==> src/rtl/trx_mode_pkg.sv <==
package trx_mode_pkg;

  typedef enum logic [2:0] {
    MD_NORMAL = 3'd0,
    MD_RXONLY = 3'd1,
    MD_STBY   = 3'd2,
    MD_GTS    = 3'd3,
    MD_SLEEP  = 3'd4
  } mode_e;

  typedef enum logic [1:0] {
    SYM_IDLE_LP = 2'd0,
    SYM_IDLE    = 2'd1,
    SYM_DATA0   = 2'd2,
    SYM_DATA1   = 2'd3
  } sym_e;

  localparam int UV_BAT  = 0;
  localparam int UV_IO   = 1;
  localparam int UV_CORE = 2;
  localparam int UV_W    = 3;

endpackage

==> src/rtl/trx_uv_flags.sv <==
module trx_uv_flags #(
  parameter int N = 3
) (
  input  logic         clk,
  input  logic         rst,
  input  logic [N-1:0] set_i,
  input  logic [N-1:0] clr_i,
  input  logic         wake_i,
  output logic [N-1:0] flags_n_o,
  output logic [N-1:0] flags_q_o
);

  logic [N-1:0] flags_q;

  // one latch per supply; wake wipes all, set beats a concurrent clear
  for (genvar i = 0; i < N; i++) begin : g_flag
    always_comb begin
      if (wake_i) flags_n_o[i] = 1'b0;
      else        flags_n_o[i] = (flags_q[i] & ~clr_i[i]) | set_i[i];
    end

    always_ff @(posedge clk) begin
      if (rst) flags_q[i] <= 1'b0;
      else     flags_q[i] <= flags_n_o[i];
    end
  end

  assign flags_q_o = flags_q;

endmodule

==> src/rtl/trx_mode_fsm.sv <==
module trx_mode_fsm
  import trx_mode_pkg::*;
#(
  parameter int GTS_HOLD = 64
) (
  input  logic  clk,
  input  logic  rst,
  input  logic  stbn_i,
  input  logic  en_i,
  input  logic  wake_i,
  input  logic  force_sleep_i,
  input  logic  force_stby_i,
  output mode_e mode_n_o,
  output mode_e mode_q_o
);

  localparam int GW = $clog2(GTS_HOLD + 1);
  localparam logic [GW-1:0] DWELL_LAST = GW'(GTS_HOLD - 1);

  mode_e           mode_q;
  mode_e           pin_mode;
  logic [GW-1:0]   dwell_q, dwell_n;
  logic            dwell_done;

  always_comb begin
    unique case ({stbn_i, en_i})
      2'b11:   pin_mode = MD_NORMAL;
      2'b10:   pin_mode = MD_RXONLY;
      2'b01:   pin_mode = MD_GTS;
      default: pin_mode = MD_STBY;
    endcase

    dwell_done = (mode_q == MD_GTS) && (dwell_q == DWELL_LAST);

    if (wake_i)                              mode_n_o = MD_STBY;
    else if (force_sleep_i)                  mode_n_o = MD_SLEEP;
    else if (force_stby_i)                   mode_n_o = (mode_q == MD_SLEEP) ? MD_SLEEP : MD_STBY;
    else if (mode_q == MD_SLEEP && !stbn_i)  mode_n_o = MD_SLEEP;
    else if (pin_mode == MD_GTS && dwell_done) mode_n_o = MD_SLEEP;
    else                                     mode_n_o = pin_mode;

    if (mode_q == MD_GTS && mode_n_o == MD_GTS) dwell_n = dwell_q + GW'(1);
    else                                        dwell_n = '0;
  end

  always_ff @(posedge clk) begin
    if (rst) begin
      mode_q  <= MD_STBY;
      dwell_q <= '0;
    end else begin
      mode_q  <= mode_n_o;
      dwell_q <= dwell_n;
    end
  end

  assign mode_q_o = mode_q;

endmodule

==> src/rtl/trx_tx_path.sv <==
module trx_tx_path
  import trx_mode_pkg::*;
#(
  parameter int TMO_CYCLES = 1000
) (
  input  logic  clk,
  input  logic  rst,
  input  mode_e mode_n_i,
  input  logic  bge_i,
  input  logic  txen_n_i,
  input  logic  txd_i,
  output sym_e  sym_o,
  output logic  tmo_o
);

  localparam int CW = $clog2(TMO_CYCLES + 1);
  localparam logic [CW-1:0] CMAX = CW'(TMO_CYCLES);

  logic [CW-1:0] cnt_q, cnt_n;
  logic          tmo_q, tmo_n;
  logic          armed_q, armed_n;
  logic          active_q, active_n;
  logic          in_normal;
  sym_e          sym_q, sym_n;

  always_comb begin
    in_normal = (mode_n_i == MD_NORMAL);

    if (txen_n_i)          cnt_n = '0;
    else if (cnt_q == CMAX) cnt_n = CMAX;
    else                   cnt_n = cnt_q + CW'(1);
    tmo_n = (cnt_n == CMAX);

    // armed remembers whether the enable went low while in Normal
    if (txen_n_i) armed_n = in_normal;
    else          armed_n = armed_q && in_normal && !tmo_n;

    active_n = !txen_n_i && !tmo_n && in_normal &&
               (active_q || (armed_q && !txd_i));

    if (in_normal) begin
      if (bge_i && active_n) sym_n = txd_i ? SYM_DATA1 : SYM_DATA0;
      else                   sym_n = SYM_IDLE;
    end else if (mode_n_i == MD_RXONLY) begin
      sym_n = SYM_IDLE;
    end else begin
      sym_n = SYM_IDLE_LP;
    end
  end

  always_ff @(posedge clk) begin
    if (rst) begin
      cnt_q    <= '0;
      tmo_q    <= 1'b0;
      armed_q  <= 1'b0;
      active_q <= 1'b0;
      sym_q    <= SYM_IDLE_LP;
    end else begin
      cnt_q    <= cnt_n;
      tmo_q    <= tmo_n;
      armed_q  <= armed_n;
      active_q <= active_n;
      sym_q    <= sym_n;
    end
  end

  assign sym_o = sym_q;
  assign tmo_o = tmo_q;

endmodule

==> src/rtl/trx_mode_ctrl.sv <==
module trx_mode_ctrl
  import trx_mode_pkg::*;
#(
  parameter int GTS_HOLD      = 64,
  parameter int TX_TMO_CYCLES = 1000
) (
  input  logic            clk,
  input  logic            rst,
  input  logic            stbn_i,
  input  logic            en_i,
  input  logic [UV_W-1:0] uv_set_i,
  input  logic [UV_W-1:0] uv_clr_i,
  input  logic            wake_i,
  input  logic            bge_i,
  input  logic            txen_n_i,
  input  logic            txd_i,
  output logic [2:0]      mode_o,
  output logic [1:0]      bus_sym_o,
  output logic            txen_tmo_o,
  output logic            inh_oe_o,
  output logic [UV_W-1:0] uv_flags_o
);

  logic [UV_W-1:0] flags_n, flags_q;
  mode_e           mode_n, mode_q;
  sym_e            sym;
  logic            inh_q;

  trx_uv_flags #(.N(UV_W)) u_flags (
    .clk      (clk),
    .rst      (rst),
    .set_i    (uv_set_i),
    .clr_i    (uv_clr_i),
    .wake_i   (wake_i),
    .flags_n_o(flags_n),
    .flags_q_o(flags_q)
  );

  trx_mode_fsm #(.GTS_HOLD(GTS_HOLD)) u_fsm (
    .clk          (clk),
    .rst          (rst),
    .stbn_i       (stbn_i),
    .en_i         (en_i),
    .wake_i       (wake_i),
    .force_sleep_i(flags_n[UV_BAT] | flags_n[UV_IO]),
    .force_stby_i (flags_n[UV_CORE]),
    .mode_n_o     (mode_n),
    .mode_q_o     (mode_q)
  );

  trx_tx_path #(.TMO_CYCLES(TX_TMO_CYCLES)) u_tx (
    .clk     (clk),
    .rst     (rst),
    .mode_n_i(mode_n),
    .bge_i   (bge_i),
    .txen_n_i(txen_n_i),
    .txd_i   (txd_i),
    .sym_o   (sym),
    .tmo_o   (txen_tmo_o)
  );

  always_ff @(posedge clk) begin
    if (rst) inh_q <= 1'b1;
    else     inh_q <= (mode_n != MD_SLEEP);
  end

  assign mode_o     = mode_q;
  assign bus_sym_o  = sym;
  assign inh_oe_o   = inh_q;
  assign uv_flags_o = flags_q;

endmodule

==> config.mk <==
export PLATFORM = sky130hd
export DESIGN_NAME = trx_mode_ctrl
export DESIGN_NICKNAME = d
export VERILOG_FILES = /design/src/rtl/trx_mode_pkg.sv /design/src/rtl/trx_uv_flags.sv /design/src/rtl/trx_mode_fsm.sv /design/src/rtl/trx_tx_path.sv /design/src/rtl/trx_mode_ctrl.sv
export SDC_FILE = /design/constraint.sdc
export NUM_CORES = 1
export LEC_CHECK = 0
export BUFFER_PORTS_ARGS = -buffer_cell sky130_fd_sc_hd__buf_2
export CAP_MARGIN = 30
export CELL_PAD_IN_SITES_DETAIL_PLACEMENT = 0
export CELL_PAD_IN_SITES_GLOBAL_PLACEMENT = 2
export CORE_ASPECT_RATIO = 1.75
export CORE_UTILIZATION = 32
export CTS_BUF_LIST = sky130_fd_sc_hd__clkbuf_8
export CTS_CLUSTER_DIAMETER = 30
export CTS_CLUSTER_SIZE = 14
export DETAILED_ROUTE_END_ITERATION = 7
export PLACE_DENSITY = 0.85
export SYNTH_ARGS = -nofsm -noshare
export SYNTH_HDL_FRONTEND = slang
export SYNTH_SLANG_ARGS = --single-unit
export TNS_END_PERCENT = 20
==> constraint.sdc <==
create_clock -name clk -period 2.1 [get_ports clk]
set_clock_uncertainty 0.15 [all_clocks]
set_input_delay 0.315 -clock clk [delete_from_list [all_inputs] [get_ports clk]]
set_output_delay 0.315 -clock clk [all_outputs]
set_load 0.005 [all_outputs]
Word level (Yosys, flattened, before mapping):

Index checks and enable logic that the tools add are counted.

* word-level logic and storage cells: 71
* bits of input ports: 14
* flip-flop bits (word level): 29
* output and inout port bits: 10

* eq/ne operators: 12
* reduce and logical (&&, ||, !) cells: 18
* mux-type cells: 17
* add/sub/neg operators: 2
* bitwise operators: 11

Operator list (number)
* $eq A10 B10 Y1 const B: 2
* $mux W10: 2
* $mux W3: 6
* $logic_and A1 B1 Y1: 11
* $add A10 B1 Y10 const B: 1
* $add A7 B1 Y7 const B: 1
* $eq A7 B6 Y1 const B: 1
* $eq A2 B2 Y1 const B: 3
* $eq A3 B2 Y1 const B: 2
* $mux W1: 6
* $pmux W2 S3: 1
* $logic_not A1 Y1: 4
* $mux W2: 2
* $not A1 Y1: 4
* $or A1 B1 Y1: 4
* $and A1 B1 Y1: 3
* $eq A3 B1 Y1 const B: 1
* $eq A3 B3 Y1 const B: 1
* $logic_not A3 Y1: 1
* $ne A3 B3 Y1 const B: 1
* $eq A2 B1 Y1 const B: 1
* $reduce_or A2 Y1: 1
* $logic_or A1 B1 Y1: 1

Depth between registers and ports, before layout:

* word-level depth: 15
* mapped depth: 8
* mapped depth without buffers: 7

Cells and area by module:

Synthesis repeated with hierarchy kept, for this count alone.

* cell total of the unflattened synthesis: 179
* area, all modules: 1576.5 sq um

Modules (own cells, without submodules)
* trx_tx_path: cells an instance 96, sequential area each 300.3 sq um, area an instance 823.3 sq um, instances 1
* trx_mode_fsm: cells an instance 64, sequential area each 200.2 sq um, area an instance 576.8 sq um, instances 1
* trx_uv_flags: cells an instance 16, sequential area each 60.1 sq um, area an instance 140.1 sq um, instances 1
* trx_mode_ctrl: cells an instance 3, sequential area each 20.0 sq um, area an instance 36.3 sq um, instances 1

Worst setup path after synthesis:

Ideal clock, no wire load.

* path type: flip-flop to flip-flop
* start point: reg u_tx.cnt_q[0]
* end point: reg u_tx.sym_q[0], in the netlist u_tx.sym_o[0]
* clock period less this slack: 2.172 ns
* required time: 1.890 ns
* path buffers: 1
* path slack: -0.072 ns
* arrival time: 1.962 ns
* stages on the path, launching flop included: 9
* library setup time: 0.060 ns
* cells stage by stage: dfxtp_1 -> buf_4 -> inv_1 -> ha_1 -> or4b_4 -> o22ai_2 -> o2111ai_2 -> nor3_2 -> o2111a_1

* longest elaborated chain between the ends: 11
* elaborated cells on any way between the ends: 12
* classes of those cells: add/sub: 1; eq/ne: 2; mux: 4; reduce/logical: 5

Ends and longest elaborated chain
* start, declared: line trx_tx_path.sv:19 `logic [CW-1:0] cnt_q, cnt_n;`
* start signal, assigned: line trx_tx_path.sv:59 `cnt_q <= cnt_n;`
* $add A10 B1 Y10 or $eq A10 B10 Y1 (tied branches): line trx_tx_path.sv:31, trx_tx_path.sv:30
* $mux W10 *: line trx_tx_path.sv:30 `else if (cnt_q == CMAX) cnt_n = CMAX;`
* $mux W10 *: line trx_tx_path.sv:29 `if (txen_n_i) cnt_n = '0;`
* $eq A10 B10 Y1 *: line trx_tx_path.sv:32 `tmo_n = (cnt_n == CMAX);`
* $logic_not A1 Y1 *: line trx_tx_path.sv:38 `active_n = !txen_n_i && !tmo_n && in_normal &&`
* $logic_and A1 B1 Y1 * (3 in series): line trx_tx_path.sv:38
* $logic_and A1 B1 Y1 *: line trx_tx_path.sv:42 `if (bge_i && active_n) sym_n = txd_i ? SYM_DATA1 : SYM_DATA0;`
* $mux W2 *: line trx_tx_path.sv:42
* $mux W2 *: line trx_tx_path.sv:41 `if (in_normal) begin`
* end signal, assigned: line trx_tx_path.sv:63 `sym_q <= sym_n;`
* end, declared: line trx_tx_path.sv:24 `sym_e sym_q, sym_n;`

Every way passes the cells marked *; elsewhere a longest branch is shown, timed or not.
A chain may end at the register's enable or synchronous reset.

Worst setup path after layout:

Ends and elaborated chain as after synthesis.

==> summary.md <==
| Metric | Value |
|---|---|
| Row count | 32 |
| Commonest non-fill, non-tap cells in the layout | dfxtp_1, buf_2, nor2_1, buf_4 |
| Critical Path Start Type | flip-flop |
| Most used DFF post-synth | dfxtp_1 |
| DR iter-0 viols | 32 |
| Post-Synthesis Cells | 161 |
| Synth cell types | 48 |
| Number of flops mapped to enable cells by yosys | 0 |
| Avg Synthesized Cell Area | 9.04 sq um |
| Antenna cells | 0 |
| Worst-path maximum fanout | 3 |
| Routed Antenna Nets | 0 |
| Fin area | 1840 sq um |
| Crit. End Element | flip-flop |
| WHS | 0.0985 ns |
| GP Congestion | 0.851 |
| WL final | 3390 microns |
| CTS Root Cell | clkbuf_8 |
| Area post-placement | 1720 sq um |
| Sink Count | 29 |
| Worst Path Required | 2.17 ns |
| FILL cells | 451 |
| Static Leak | 0.730 nW |
| Total CTS buffers | 5 |
| Die width | 53.0 microns |
| Clk pin slew, worst setup/hold paths | 0.07 ns |
| Core Area | 4360 sq um |
| Seq cells post-synth | 29 |
| R2R cell count | 7 |
| Final Setup Violations | 1 |
| Initial Util | 33.3% |
| DIE HEIGHT | 91.2 microns |
| H-tree depth | 2 |
| Vias in the first global route | 1290 |
| CTS tree | yes |
| Outcome | finished with violations |
| NumNets Final | 222 |
| DR WL/cell | 13.3 microns |
| CTS Buffer Depth | 2 |
| DPL Wire Length | 2620 microns |
| Share of layout cells above drive strength 1 | 30.5% |
| Hold Path Class | in2reg |
| Worst setup path endpoint | u_tx.sym_o[0]$_SDFF_PP0_ |
| Post-synth net total | 181 |
| Clock Latency Late Sink | 0.28 ns |
| Post-Syn Area | 1460 sq um |
| Setup WS post-layout | -0.0175 ns |
| Worst vdd ir | 0.494 mV |
| Vias/cell | 5.13 |
| First-pass GRT wire length | 5570 microns |
| Reg2reg setup slack | -0.02 ns |
| Period Utilization, post-route | 101% |
| DR vias | 1304 |
| First-pass DRT Iterations | 4 |
| Setup CP Type | reg2reg |
| Antenna violations before repair | 0 |
| Min cycle time layout | 2.12 ns |
| Failing checks | negative setup slack |
| Seq/Total Area, Yosys | 39.9% |
| RSZ-0062 raised after global routing | true |
| Final core utilization | 42.1% |
| Overall Global Routing Usage | 15.8% |
| Pwr Density | 636 nW/um^2 |
| Die ar. | 4830 sq um |
| Synthesis Warnings | 0 |
| Final total power | 1.17 mW |
| Layout Cells excl Fill | 254 |
| Slew @ Worst Pin | 0.454 ns |
| Max cap viols | 0 |
| Inst Count DP | 244 |
| Reg2reg end | u_tx.sym_o[0]$_SDFF_PP0_ |
| Drc violations | 0 |
| Async SR Flop Fraction | 0% |
| Remaining Overflow, GRT | 0 |
| Buffers added on ports | 23 |
| Final Max Tran Viols | 0 |
| Most common cell after layout, fill and taps aside | dfxtp_1 |
| Largest net degree at the start of global routing | 11 |
| Max transition margin | 69.4% |
| Final hold viol count | 0 |
| CP Launch Point | u_tx.cnt_q[0]$_SDFF_PP0_ |
| Synthesis-to-layout area growth | 26.3% |
| Max Fclk | 472 MHz |
| Critical Path AT | 2.19 ns |
| Top Ports | 24 |
| R2r startpoint | u_tx.cnt_q[0]$_SDFF_PP0_ |
state kept, by name, summed over array words and instances (netlist names):
signal and cells:
u_fsm.dwell_q 7, u_tx.sym_o 2, inh_oe_o 1, u_flags.flags_q_o 3, u_tx.armed_q 1, u_tx.tmo_o 1
u_fsm.mode_q_o 3, u_tx.active_q 1, u_tx.cnt_q 10
layout make-up:
type | count | area [sq um] | share of cell area (%)
Sequential cell | 29 | 583 | 31.7
Multi-Input combinational cell | 115 | 806 | 43.8
Clock inverter | 1 | 5.00 | 0.272
Inverter | 11 | 41.3 | 2.25
Timing Repair Buffer | 40 | 243 | 13.2
Tap cell | 51 | 63.8 | 3.47
Clock buffer | 7 | 96.3 | 5.24
what timing repair did:
item | 4_1_cts | 5_1_grt
hold endpoints to repair | 0 | 0
resized for setup | 1 | 0
pin swaps | 6 | 5
setup endpoints to repair | 2 | 2
hold buffers | 0 | 0
buffers inserted | 2 | 0
how the worst min path moves through the flow:
stage / startpoint / endpoint / slack, ns / cells past startpoint
4_1_cts: txen_n_i / u_tx.active_q$_SDFF_PP0_ / 0.08 / 2
5_1_grt: txen_n_i / u_tx.active_q$_SDFF_PP0_ / 0.1 / 2
3_5_place_dp: u_fsm.dwell_q[0]$_SDFF_PP0_ / u_fsm.dwell_q[0]$_SDFF_PP0_ / 0.28 / 1
3_3_place_gp: u_fsm.dwell_q[0]$_SDFF_PP0_ / u_fsm.dwell_q[0]$_SDFF_PP0_ / 0.27 / 1
2_1_floorplan: txen_n_i / u_tx.active_q$_SDFF_PP0_ / 0.24 / 1
6_report: txen_n_i / u_tx.active_q$_SDFF_PP0_ / 0.1 / 2
cells in the mapped netlist (3+ instances only):
cell type | number | area share (%)
a21oi_1 | 7 | 2.4
dfxtp_1 | 29 | 40
ha_1 | 6 | 5.2
inv_1 | 11 | 2.8
nand2_1 | 4 | 1.0
nand2b_1 | 3 | 1.3
nand3_1 | 9 | 3.1
nand3b_1 | 4 | 2.1
nor2_1 | 20 | 5.2
nor2b_1 | 4 | 1.7
nor3_1 | 4 | 1.4
o21ai_0 | 4 | 1.4
xnor2_1 | 7 | 4.2
xor2_1 | 5 | 3.0
critical path, cell delays in order (launching register included):
cell,delay (ns)
dfxtp_2,0.34
inv_2,0.04
ha_4,0.23
or4b_4,0.51
o22ai_2,0.12
o2111ai_2,0.18
nor3_2,0.29
o2111a_1,0.20
layer usage:
layer  wire (microns)  up-vias  part of all wire (%)  global-route usage [%]
met5                0        -                     0                       0
met2             1940       33                    57                    29.3
met3              101       16                   3.0                    3.18
met1             1200      614                    35                    14.5
met4              149        0                   4.4                    9.65
li1                 -      641                     -                       -
logic make-up (layout without fill, tap and decap cells):
| group | after synthesis | in the layout | share of synthesized area, % |
|---|---|---|---|
| AOI/OAI and AO/OA | 27 | 27 | 13.9 |
| xor gates and xnor gates | 12 | 12 | 7.22 |
| adders and majority gates | 6 | 6 | 5.16 |
| buffers and inverters | 17 | 59 | 5.59 |
| DFF | 29 | 29 | 39.9 |
| and+or+nand+nor | 70 | 70 | 28.2 |
power by group:
group          internal (mW)  switching [mW]
registers              0.560         0.00498
clock network          0.296           0.210
logic                 0.0474          0.0503
total                  0.903           0.266
stage by stage:
stage               worst slack (ns)  setup TNS [ns]
floorplan                    0.00929               0
global placement              0.0381               0
detailed placement           -0.0286         -0.0286
CTS                          -0.0154         -0.0154
global route                 -0.0777         -0.0900
finish                       -0.0175         -0.0175
No activity file was read; power rests on OpenSTA's default activity.
